[src/rtl/hcf_pkg.sv]
package hcf_pkg;
    typedef enum logic [1:0] {
        HS_RUN     = 2'd0,
        HS_DRAIN   = 2'd1,
        HS_HALTED  = 2'd2
    } halt_state_e;

    // bit positions of the software-visible status vector
    localparam int SB_CMPL   = 0;
    localparam int SB_ROLL   = 1;
    localparam int SB_FATAL  = 2;
    localparam int SB_HALTED = 3;
    localparam int NUM_STICKY = 3;

    // bit positions of the configuration-space error vector
    localparam int CB_MABORT = 0;
    localparam int CB_TABORT = 1;
    localparam int CB_SYSERR = 2;
    localparam int NUM_CFG   = 3;
endpackage

[src/rtl/hcf_halt_fsm.sv]
module hcf_halt_fsm
    import hcf_pkg::*;
(
    input  logic clk,
    input  logic rst_n,
    input  logic fatal_evt,
    input  logic xact_active,
    input  logic xact_done,
    input  logic run_cmd,
    output logic halt_req,
    output logic halted
);
    halt_state_e state_q, state_d;

    always_ff @(posedge clk) begin
        if (!rst_n) state_q <= HS_RUN;
        else        state_q <= state_d;
    end

    always_comb begin
        state_d = state_q;
        unique case (state_q)
            HS_RUN:    if (fatal_evt) state_d = HS_DRAIN;
            HS_DRAIN:  if (xact_done || !xact_active) state_d = HS_HALTED;
            HS_HALTED: if (run_cmd) state_d = HS_RUN;
            default:   state_d = HS_RUN;
        endcase
    end

    always_comb begin
        halt_req = 1'b0;
        halted   = 1'b0;
        unique case (state_q)
            HS_RUN:    ;
            HS_DRAIN:  halt_req = 1'b1;
            HS_HALTED: begin halt_req = 1'b1; halted = 1'b1; end
            default:   ;
        endcase
    end

    AST_HALT_AFTER_FATAL: assert property (@(posedge clk) disable iff (!rst_n)
        (state_q == HS_RUN && fatal_evt) |=> halt_req);
    AST_RESUME_NEEDS_RUN: assert property (@(posedge clk) disable iff (!rst_n)
        $fell(halt_req) |-> $past(run_cmd));
endmodule

[src/rtl/hcf_uframe_timer.sv]
module hcf_uframe_timer #(
    parameter int UF_PER_FRAME  = 8,
    parameter int FRAME_ENTRIES = 1024,
    parameter int THR_W         = 3,
    parameter int THR_MAX_LOG2  = 6
) (
    input  logic             clk,
    input  logic             rst_n,
    input  logic             uframe_tick,
    input  logic [THR_W-1:0] thr_log2,
    output logic             wrap_now,
    output logic             thr_hit,
    output logic             flr_evt
);
    localparam int UF_BITS = $clog2(UF_PER_FRAME);
    localparam int FR_BITS = $clog2(FRAME_ENTRIES);
    localparam int CNT_W   = UF_BITS + FR_BITS;

    logic [CNT_W-1:0] cnt_q, cnt_inc, mask;
    logic [THR_W-1:0] eff_log2;
    logic             flr_q;

    always_comb begin
        cnt_inc  = cnt_q + CNT_W'(1);
        eff_log2 = (thr_log2 > THR_W'(THR_MAX_LOG2)) ? THR_W'(THR_MAX_LOG2) : thr_log2;
        mask     = (CNT_W'(1) << eff_log2) - CNT_W'(1);
    end

    assign wrap_now = uframe_tick && (cnt_q == {CNT_W{1'b1}});
    assign thr_hit  = uframe_tick && ((cnt_inc & mask) == '0);

    always_ff @(posedge clk) begin
        if (!rst_n) begin
            cnt_q <= '0;
            flr_q <= 1'b0;
        end else begin
            if (uframe_tick) cnt_q <= cnt_inc;
            flr_q <= wrap_now;
        end
    end

    assign flr_evt = flr_q;

    AST_FLR_ONE_CYCLE: assert property (@(posedge clk) disable iff (!rst_n)
        flr_evt |=> !flr_evt);
endmodule

[src/rtl/hcf_status_regs.sv]
module hcf_status_regs
    import hcf_pkg::*;
(
    input  logic                  clk,
    input  logic                  rst_n,
    input  logic                  fatal_evt,
    input  logic                  mab_evt,
    input  logic                  tab_evt,
    input  logic                  wrap_now,
    input  logic                  thr_hit,
    input  logic                  cpl_posted,
    input  logic                  serr_en,
    input  logic [NUM_STICKY-1:0] sts_w1c,
    input  logic [NUM_CFG-1:0]    cfg_w1c,
    input  logic [NUM_STICKY-1:0] en_vec,
    output logic [NUM_STICKY-1:0] sts_bits,
    output logic [NUM_CFG-1:0]    cfg_bits,
    output logic                  irq
);
    logic [NUM_STICKY-1:0] sts_set, sts_q;
    logic [NUM_CFG-1:0]    cfg_set, cfg_q;
    logic                  pend_q;

    always_comb begin
        sts_set            = '0;
        sts_set[SB_CMPL]   = thr_hit && (pend_q || cpl_posted);
        sts_set[SB_ROLL]   = wrap_now;
        sts_set[SB_FATAL]  = fatal_evt;
        cfg_set            = '0;
        cfg_set[CB_MABORT] = mab_evt;
        cfg_set[CB_TABORT] = tab_evt;
        cfg_set[CB_SYSERR] = fatal_evt && serr_en;
    end

    // completion posted since the last threshold boundary
    always_ff @(posedge clk) begin
        if (!rst_n)       pend_q <= 1'b0;
        else if (thr_hit) pend_q <= 1'b0;
        else              pend_q <= pend_q || cpl_posted;
    end

    for (genvar i = 0; i < NUM_STICKY; i++) begin : g_sts
        always_ff @(posedge clk) begin
            if (!rst_n)          sts_q[i] <= 1'b0;
            else if (sts_set[i]) sts_q[i] <= 1'b1;
            else if (sts_w1c[i]) sts_q[i] <= 1'b0;
        end
    end

    for (genvar j = 0; j < NUM_CFG; j++) begin : g_cfg
        always_ff @(posedge clk) begin
            if (!rst_n)          cfg_q[j] <= 1'b0;
            else if (cfg_set[j]) cfg_q[j] <= 1'b1;
            else if (cfg_w1c[j]) cfg_q[j] <= 1'b0;
        end
    end

    assign sts_bits = sts_q;
    assign cfg_bits = cfg_q;
    assign irq      = |(sts_q & en_vec);

    AST_FATAL_SETS_HSE: assert property (@(posedge clk) disable iff (!rst_n)
        fatal_evt |=> sts_q[SB_FATAL]);
    AST_BOTH_ABORTS: assert property (@(posedge clk) disable iff (!rst_n)
        (mab_evt && tab_evt) |=> (cfg_q[CB_MABORT] && cfg_q[CB_TABORT]));
    AST_SSE_NEEDS_EN: assert property (@(posedge clk) disable iff (!rst_n)
        $rose(cfg_q[CB_SYSERR]) |-> $past(fatal_evt && serr_en));
    AST_HSE_STICKY: assert property (@(posedge clk) disable iff (!rst_n)
        (sts_q[SB_FATAL] && !sts_w1c[SB_FATAL]) |=> sts_q[SB_FATAL]);
endmodule

[src/rtl/hc_fault_irq.sv]
module hc_fault_irq
    import hcf_pkg::*;
#(
    parameter int UF_PER_FRAME  = 8,
    parameter int FRAME_ENTRIES = 1024,
    parameter int THR_W         = 3,
    parameter int THR_MAX_LOG2  = 6
) (
    input  logic             clk,
    input  logic             rst_n,
    input  logic             rd_cpl,
    input  logic             rd_mabort,
    input  logic             rd_tabort,
    input  logic             xact_active,
    input  logic             xact_done,
    input  logic             uframe_tick,
    input  logic             cpl_posted,
    input  logic [THR_W-1:0] thr_log2,
    input  logic             en_cmpl,
    input  logic             en_roll,
    input  logic             en_fatal,
    input  logic             serr_en,
    input  logic             run_cmd,
    input  logic [2:0]       sts_w1c,
    input  logic [2:0]       cfg_w1c,
    output logic [3:0]       sts,
    output logic [2:0]       cfg_sts,
    output logic             dma_halt_req,
    output logic             irq,
    output logic             flr_evt
);
    logic                  mab_evt, tab_evt, fatal_evt;
    logic                  wrap_now, thr_hit, halted;
    logic [NUM_STICKY-1:0] en_vec, sts_bits;

    assign mab_evt   = rd_cpl && rd_mabort;
    assign tab_evt   = rd_cpl && rd_tabort;
    assign fatal_evt = mab_evt || tab_evt;

    always_comb begin
        en_vec           = '0;
        en_vec[SB_CMPL]  = en_cmpl;
        en_vec[SB_ROLL]  = en_roll;
        en_vec[SB_FATAL] = en_fatal;
    end

    hcf_halt_fsm u_fsm (
        .clk         (clk),
        .rst_n       (rst_n),
        .fatal_evt   (fatal_evt),
        .xact_active (xact_active),
        .xact_done   (xact_done),
        .run_cmd     (run_cmd),
        .halt_req    (dma_halt_req),
        .halted      (halted)
    );

    hcf_uframe_timer #(
        .UF_PER_FRAME  (UF_PER_FRAME),
        .FRAME_ENTRIES (FRAME_ENTRIES),
        .THR_W         (THR_W),
        .THR_MAX_LOG2  (THR_MAX_LOG2)
    ) u_timer (
        .clk         (clk),
        .rst_n       (rst_n),
        .uframe_tick (uframe_tick),
        .thr_log2    (thr_log2),
        .wrap_now    (wrap_now),
        .thr_hit     (thr_hit),
        .flr_evt     (flr_evt)
    );

    hcf_status_regs u_status (
        .clk        (clk),
        .rst_n      (rst_n),
        .fatal_evt  (fatal_evt),
        .mab_evt    (mab_evt),
        .tab_evt    (tab_evt),
        .wrap_now   (wrap_now),
        .thr_hit    (thr_hit),
        .cpl_posted (cpl_posted),
        .serr_en    (serr_en),
        .sts_w1c    (sts_w1c),
        .cfg_w1c    (cfg_w1c),
        .en_vec     (en_vec),
        .sts_bits   (sts_bits),
        .cfg_bits   (cfg_sts),
        .irq        (irq)
    );

    assign sts = {halted, sts_bits};
endmodule

[config.mk]
export PLATFORM = sky130hd
export DESIGN_NAME = hc_fault_irq
export DESIGN_NICKNAME = d
export VERILOG_FILES = /design/src/rtl/hcf_pkg.sv /design/src/rtl/hcf_halt_fsm.sv /design/src/rtl/hcf_uframe_timer.sv /design/src/rtl/hcf_status_regs.sv /design/src/rtl/hc_fault_irq.sv
export SDC_FILE = /design/constraint.sdc
export NUM_CORES = 1
export LEC_CHECK = 0
export ABC_AREA = 1
export BUFFER_PORTS_ARGS = -buffer_cell sky130_fd_sc_hd__buf_2
export CAP_MARGIN = 15
export CORE_ASPECT_RATIO = 1.75
export CORE_UTILIZATION = 30
export DETAILED_ROUTE_END_ITERATION = 16
export PLACE_DENSITY = 0.57
export SYNTH_ARGS = -nofsm -noshare
export SYNTH_HDL_FRONTEND = slang
export SYNTH_HIERARCHICAL = 1
export SYNTH_SLANG_ARGS = --single-unit
[constraint.sdc]
create_clock -name clk -period 1.4 [get_ports clk]
set_clock_uncertainty 0.15 [all_clocks]
set_input_delay 0.07 -clock clk [delete_from_list [all_inputs] [get_ports clk]]
set_output_delay 0.07 -clock clk [all_outputs]
set_load 0.02 [all_outputs]
---- Word level (Yosys, flattened, before mapping) ----
Index checks and enable logic that the tools add are counted.
cells by class
  $add $sub $neg .......................... 2
  $lt $le $gt $ge ......................... 1
  eq/ne operators ......................... 6
  shifts and indexed selects .............. 1
  mux-type cells .......................... 19
  bitwise logic cells ..................... 3
  reduce and logical (&&, ||, !) cells .... 22
operator list
  operator                 count
  $mux W1                  14
  $add A13 B1 Y13 const B  1
  $and A13 B13 Y13         1
  $eq A13 B13 Y1 const B   1
  $logic_not A13 Y1        1
  $shl A1 B3 Y13 const A   1
  $sub A13 B2 Y13 const B  1
  $reduce_bool A2 Y1       6
  $logic_and A1 B1 Y1      6
  $mux W2                  3
  $pmux W2 S3              1
  $ne A2 B1 Y1 const B     2
  $reduce_or A2 Y1         2
  $and A3 B3 Y3            1
  $gt A3 B3 Y1 const B     1
  $logic_or A1 B1 Y1       3
  $mux W3                  1
  $reduce_and A3 Y1        1
  $reduce_or A3 Y1         1
  $eq A2 B1 Y1 const B     1
  $eq A2 B2 Y1 const B     1
  $logic_not A2 Y1         1
  $ne A2 B2 Y1 const B     1
  $logic_not A1 Y1         1
  $not A1 Y1               1
storage, ports and cells
  register bits after elaboration ......... 23
  input port bits ......................... 23
  output and inout port bits .............. 10
  logic and storage cells ................. 64

---- Depth between registers and ports, before layout ----
  depth in word-level cells ............... 9
  mapped depth ............................ 11
  gate-level depth less buffers ........... 11

---- Hierarchy ----
Netlist, hierarchy kept.
modules (own cells, without submodules)
  module            times used  cells an instance  area an instance (um2)  seq. area each (um2)
  hcf_uframe_timer  1           122                799.5                   280.3
  hcf_status_regs   1           36                 265.3                   140.1
  hcf_halt_fsm      1           27                 185.2                   40.0
  hc_fault_irq      1           6                  26.3                    0.0

---- Worst setup path after synthesis ----
No wires, ideal clock.
  path type ............................... flip-flop to flip-flop
  start point ............................. register u_timer.cnt_q[0]
  end point ............................... register u_status.sts_q[0], in the netlist u_status/sts_bits[0]
  setup time .............................. 59 ps
  data arrival time ....................... 1178 ps
  data required time ...................... 1191 ps
  slack ................................... 13 ps
  cell stages (with the launch flop) ...... 12
  path buffers ............................ 0
  clock period less this slack ............ 1387 ps
  path through ............................ dfxtp_1 ha_1 inv_1 nand2_1 nand2_1 nand2_1 nand2_1 nor2_1 nand3_1 nor2_1 nand3_1 nand2_1
between the ends
  word-level cells in the longest chain between the ends .. 6
  elaborated cells on any way between the ends .. 7
  those cells by class .................... add/sub (1); mux (1); bitwise (1); reduce/logical (4)
RTL lines
  element                                               RTL line                RTL
  start, declared                                       hcf_uframe_timer.sv:19  logic [CNT_W-1:0] cnt_q, cnt_inc, mask;
  start signal, assigned                                hcf_uframe_timer.sv:37  if (uframe_tick) cnt_q <= cnt_inc;
  $add A13 B1 Y13 *                                     hcf_uframe_timer.sv:24  cnt_inc = cnt_q + CNT_W'(1);
  $and A13 B13 Y13 *                                    hcf_uframe_timer.sv:30  assign thr_hit = uframe_tick && ((cnt_inc & mask) == '0);
  $logic_not A13 Y1 *                                   hcf_uframe_timer.sv:30
  $logic_and A1 B1 Y1 *                                 hcf_uframe_timer.sv:30
  net thr_hit                                           hc_fault_irq.sv:33      logic wrap_now, thr_hit, halted;
  $logic_and A1 B1 Y1 *                                 hcf_status_regs.sv:26   sts_set[SB_CMPL] = thr_hit && (pend_q || cpl_posted);
  $mux W1 / $reduce_bool A2 Y1 (equally long branches)  -
  end signal, assigned by index                         hcf_status_regs.sv:44   if (!rst_n) sts_q[i] <= 1'b0;
  end signal, assigned by index                         hcf_status_regs.sv:45   else if (sts_set[i]) sts_q[i] <= 1'b1;
  end signal, assigned by index                         hcf_status_regs.sv:46   else if (sts_w1c[i]) sts_q[i] <= 1'b0;
  end, declared                                         hcf_status_regs.sv:20   logic [NUM_STICKY-1:0] sts_set, sts_q;
The timed path passes the listed nets; every way through them passes the cells marked *.
A chain may end at the register's enable or synchronous reset.

---- Worst setup path in the final report ----
  start point ............................. register u_timer.cnt_q[0]
  end point ............................... register u_timer.cnt_q[6]
between the ends
  word-level cells in the longest chain between the ends .. 1
RTL lines
  element          RTL line
  $add A13 B1 Y13  hcf_uframe_timer.sv:24
No other way between the ends.

==> metrics.md <==
| Metric | Value |
|---|---|
| Outcome | `completed` |
| Adder-Cell Fraction of Synth Area | `0.0490` |
| Max Clk Rate | `0.728 GHz` |
| Net Sw Frac | `0.338` |
| Worst r2r src | `u_timer/cnt_q[0]` |
| Post-Synth Simple-Gate Area | `0.361` |
| Unrepaired setup endpoints after global routing | `yes` |
| Top FF cell, synth | `dfxtp_1` |
| CTS buffer count | `3` |
| Sw power | `0.586 mW` |
| PortBufs | `32` |
| Post-synth top area share | `0.361` |
| Worst setup endpoint | `u_timer/cnt_q[6]` |
| Die Width | `51.3 um` |
| Netlist Area Pre-Place | `0.00128 mm2` |
| Reg-to-reg endpoint | `u_timer/cnt_q[6]` |
| Fin Hold WS | `15.3 ps` |
| Post-Place Cells | `275` |
| Max H-tree Level | `1` |
| Synth Area in XOR/XNOR | `0.00686` |
| CORE AREA | `0.00411 mm2` |
| # fillers | `456` |
| Total Routing Usage GR | `0.139` |
| Drt drc | `0` |
| Initial antenna violation count | `0` |
| Hold Path Class | `in -> reg` |
| Synth unique cells | `25` |
| Final period demand of the worst path | `1370 ps` |
| Rows | `31` |
| Fin. Hold Viols | `0` |
| Layout cells sized above 1 | `0.289` |
| Warnings from Yosys | `6` |
| Maximum buffer depth of the clock tree | `2` |
| Routability congestion estimate | `0.838` |
| Die Height | `88.3 um` |
| Sequential area share after synthesis | `0.361` |
| ANT nets after route | `0` |
| Final #Nets | `271` |
| Drt via density | `4.52` |
| Sequential share of power | `0.443` |
| CP arrival | `1380 ps` |
| Post-Synthesis Cells | `191` |
| Initial Utilization | `0.310` |
| Vias in the first global route | `1156` |
| Largest family of logic cells by synthesized area | `simple AND/OR/NAND/NOR gates` |
| Pwr/cell area | `998 mW/mm2` |
| VDD IR max | `550 uV` |
| Final setup vio count | `0` |
| Synth area leader | `dfxtp_1` |
| Worst Setup End Kind | `register` |
| Wire per inst | `10.0 um` |
| CP Launch Type | `register` |
| Vias after detailed routing | `1316` |
| Mux contribution to synthesized area | `0` |
| Die area | `0.00453 mm2` |
| DPL Wire Length | `2200 um` |
| Antenna diode count | `0` |
| Compound-cell area share of the yosys netlist | `0.0971` |
| Setup TNS | `0 ps` |
| Synth area leaders | `dfxtp_1, nand2_1, inv_1` |
| Number of detailed-route iterations in the first pass | `4` |
| Clock Tree Root | `clkbuf_8` |
| Post-synthesis register bit count | `23` |
| First-pass GRT wire length | `4800 um` |
| Worst EP required | `1400 ps` |
| Layout area overhead | `36.2%` |
| Post-Syn Area per Cell | `6.68 um2` |
| Most common library cells after synthesis | `nand2_1, inv_1, nor2_1, dfxtp_1, a21oi_1` |
| Min-Delay Path Depth | `4` |
| CTS tree | `built` |
| R2R cell count | `6` |
| Total grt overflow | `0` |
| Part of the power in the clock network | `0.239` |
| Max cap viols | `0` |
| Int Pwr | `1.15 mW` |
| R2R setup slack | `30 ps` |
| Synth async-reset ratio | `0` |
| Crit. Startpoint | `u_timer/cnt_q[0]` |
| Highest fanout seen on the critical path | `6` |
| Final period utilization | `0.982` |
| Pin count of the biggest net entering global routing | `15` |
| LEAKAGE | `0.897 nW` |
| Clock latency on the worst-skew pair | `260 ps` |
| Combinational share of power | `0.318` |
| I/O pins | `33` |
| Number of synthesized flops with an enable pin | `0` |
| DRT Wirelength | `2920 um` |
| Fin cells | `291` |
| Most frequent cell after synthesis | `nand2_1` |
| Final Max Tran Viols | `0` |
| Tot Pwr | `1.74 mW` |
| Syn Nets | `219` |
| Clock slew at reported path FFs | `80 ps` |
| Slew headroom | `0.836` |
| Crit path kind | `reg -> reg` |
| Drt initial violations | `17` |
| Worst-margin pin slew | `246 ps` |
| Num Clock Sinks | `23` |
## layer usage
layer / up-vias / global-route usage / routed length (um) / part of all wire
li1: 689 / - / - / -
met1: 593 / 0.141 / 1160 / 0.40
met2: 26 / 0.274 / 1600 / 0.55
met3: 8 / 0.0103 / 76 / 0.026
met4: 0 / 0.0688 / 85 / 0.029
met5: - / 0 / 0 / 0
## area by class of cell
| type | count | area, um2 | area share |
|---|---|---|---|
| clock buffer | 4 | 45.0 | 0.0259 |
| tap | 49 | 61.3 | 0.0353 |
| inverter | 38 | 143 | 0.0821 |
| timing repair buffer | 50 | 323 | 0.186 |
| sequential | 23 | 468 | 0.269 |
| multi-input combinational | 127 | 698 | 0.402 |
## registers in the layout, indices dropped and copies added (netlist names)
register           cells
u_status/sts_bits      3
u_timer/cnt_q         13
u_status/cfg_bits      3
u_timer/flr_evt        1
u_fsm/state_q          2
u_status/pend_q        1
## logic make-up after synthesis
family | after synthesis
adder cells (fa/ha/maj) | 5
AO/OA/AOI/OAI | 22
buffers and inverters | 41
flip-flops | 23
AND/OR/NAND/NOR | 99
XOR/XNOR | 1
## placed cells by master (no fill, tap or decap), types with 7 or more instances in the layout
| cell type | count |
|---|---|
| nand4_1 | 7 |
| buf_2 | 32 |
| buf_4 | 7 |
| inv_1 | 36 |
| a21oi_1 | 9 |
| dlygate4sd3_1 | 11 |
| nor2_1 | 25 |
| dfxtp_1 | 17 |
| nand2_1 | 42 |
| nand2_2 | 8 |
## power by group through the flow
stage                     sequential [mW]  clock (mW)  combinational, mW
after global routing                0.776       0.467              0.614
after CTS                           0.763       0.438              0.547
after floorplan                     0.772           0              0.387
after detailed placement            0.771           0              0.514
final                               0.768       0.415              0.551
after global placement              0.770           0              0.511
## what timing repair did
item | 4_1_cts | 5_1_grt
hold buffers | 11 | 0
setup buffers | 0 | 1
endpoints found under the setup margin | 6 | 9
pin swaps | 0 | 4
endpoints found under the hold margin | 7 | 0
gates resized for setup | 6 | 12
## worst min-delay path by stage
stage	startpoint	to	slack, ps
after floorplan	rst_n	u_status/pend_q	40
after global placement	cfg_w1c[2]	u_status/cfg_bits[2]	180
after detailed placement	sts_w1c[0]	u_status/sts_bits[0]	180
after CTS	uframe_tick	u_timer/cnt_q[5]	10
after global routing	rst_n	u_timer/flr_evt	50
final	uframe_tick	u_timer/cnt_q[5]	20
## worst max-delay path, stage by stage, from the launching register on
cell and delay, ps:
dfxtp_2 360, ha_4 170, nand3_4 90, nor2_4 170, buf_4 130, nand2_1 40, nor3b_2 140
## metrics by stage
step           utilization  area, um2  setup slack (ps)
2_1_floorplan            -       1280              12.9
3_3_place_gp         0.371       1530             -42.3
3_5_place_dp         0.371       1530             -62.1
4_1_cts              0.413       1700              2.88
5_1_grt              0.423       1740             -89.4
6_report             0.423       1740              25.8
Note: power is estimated with default switching activity, not from simulation.
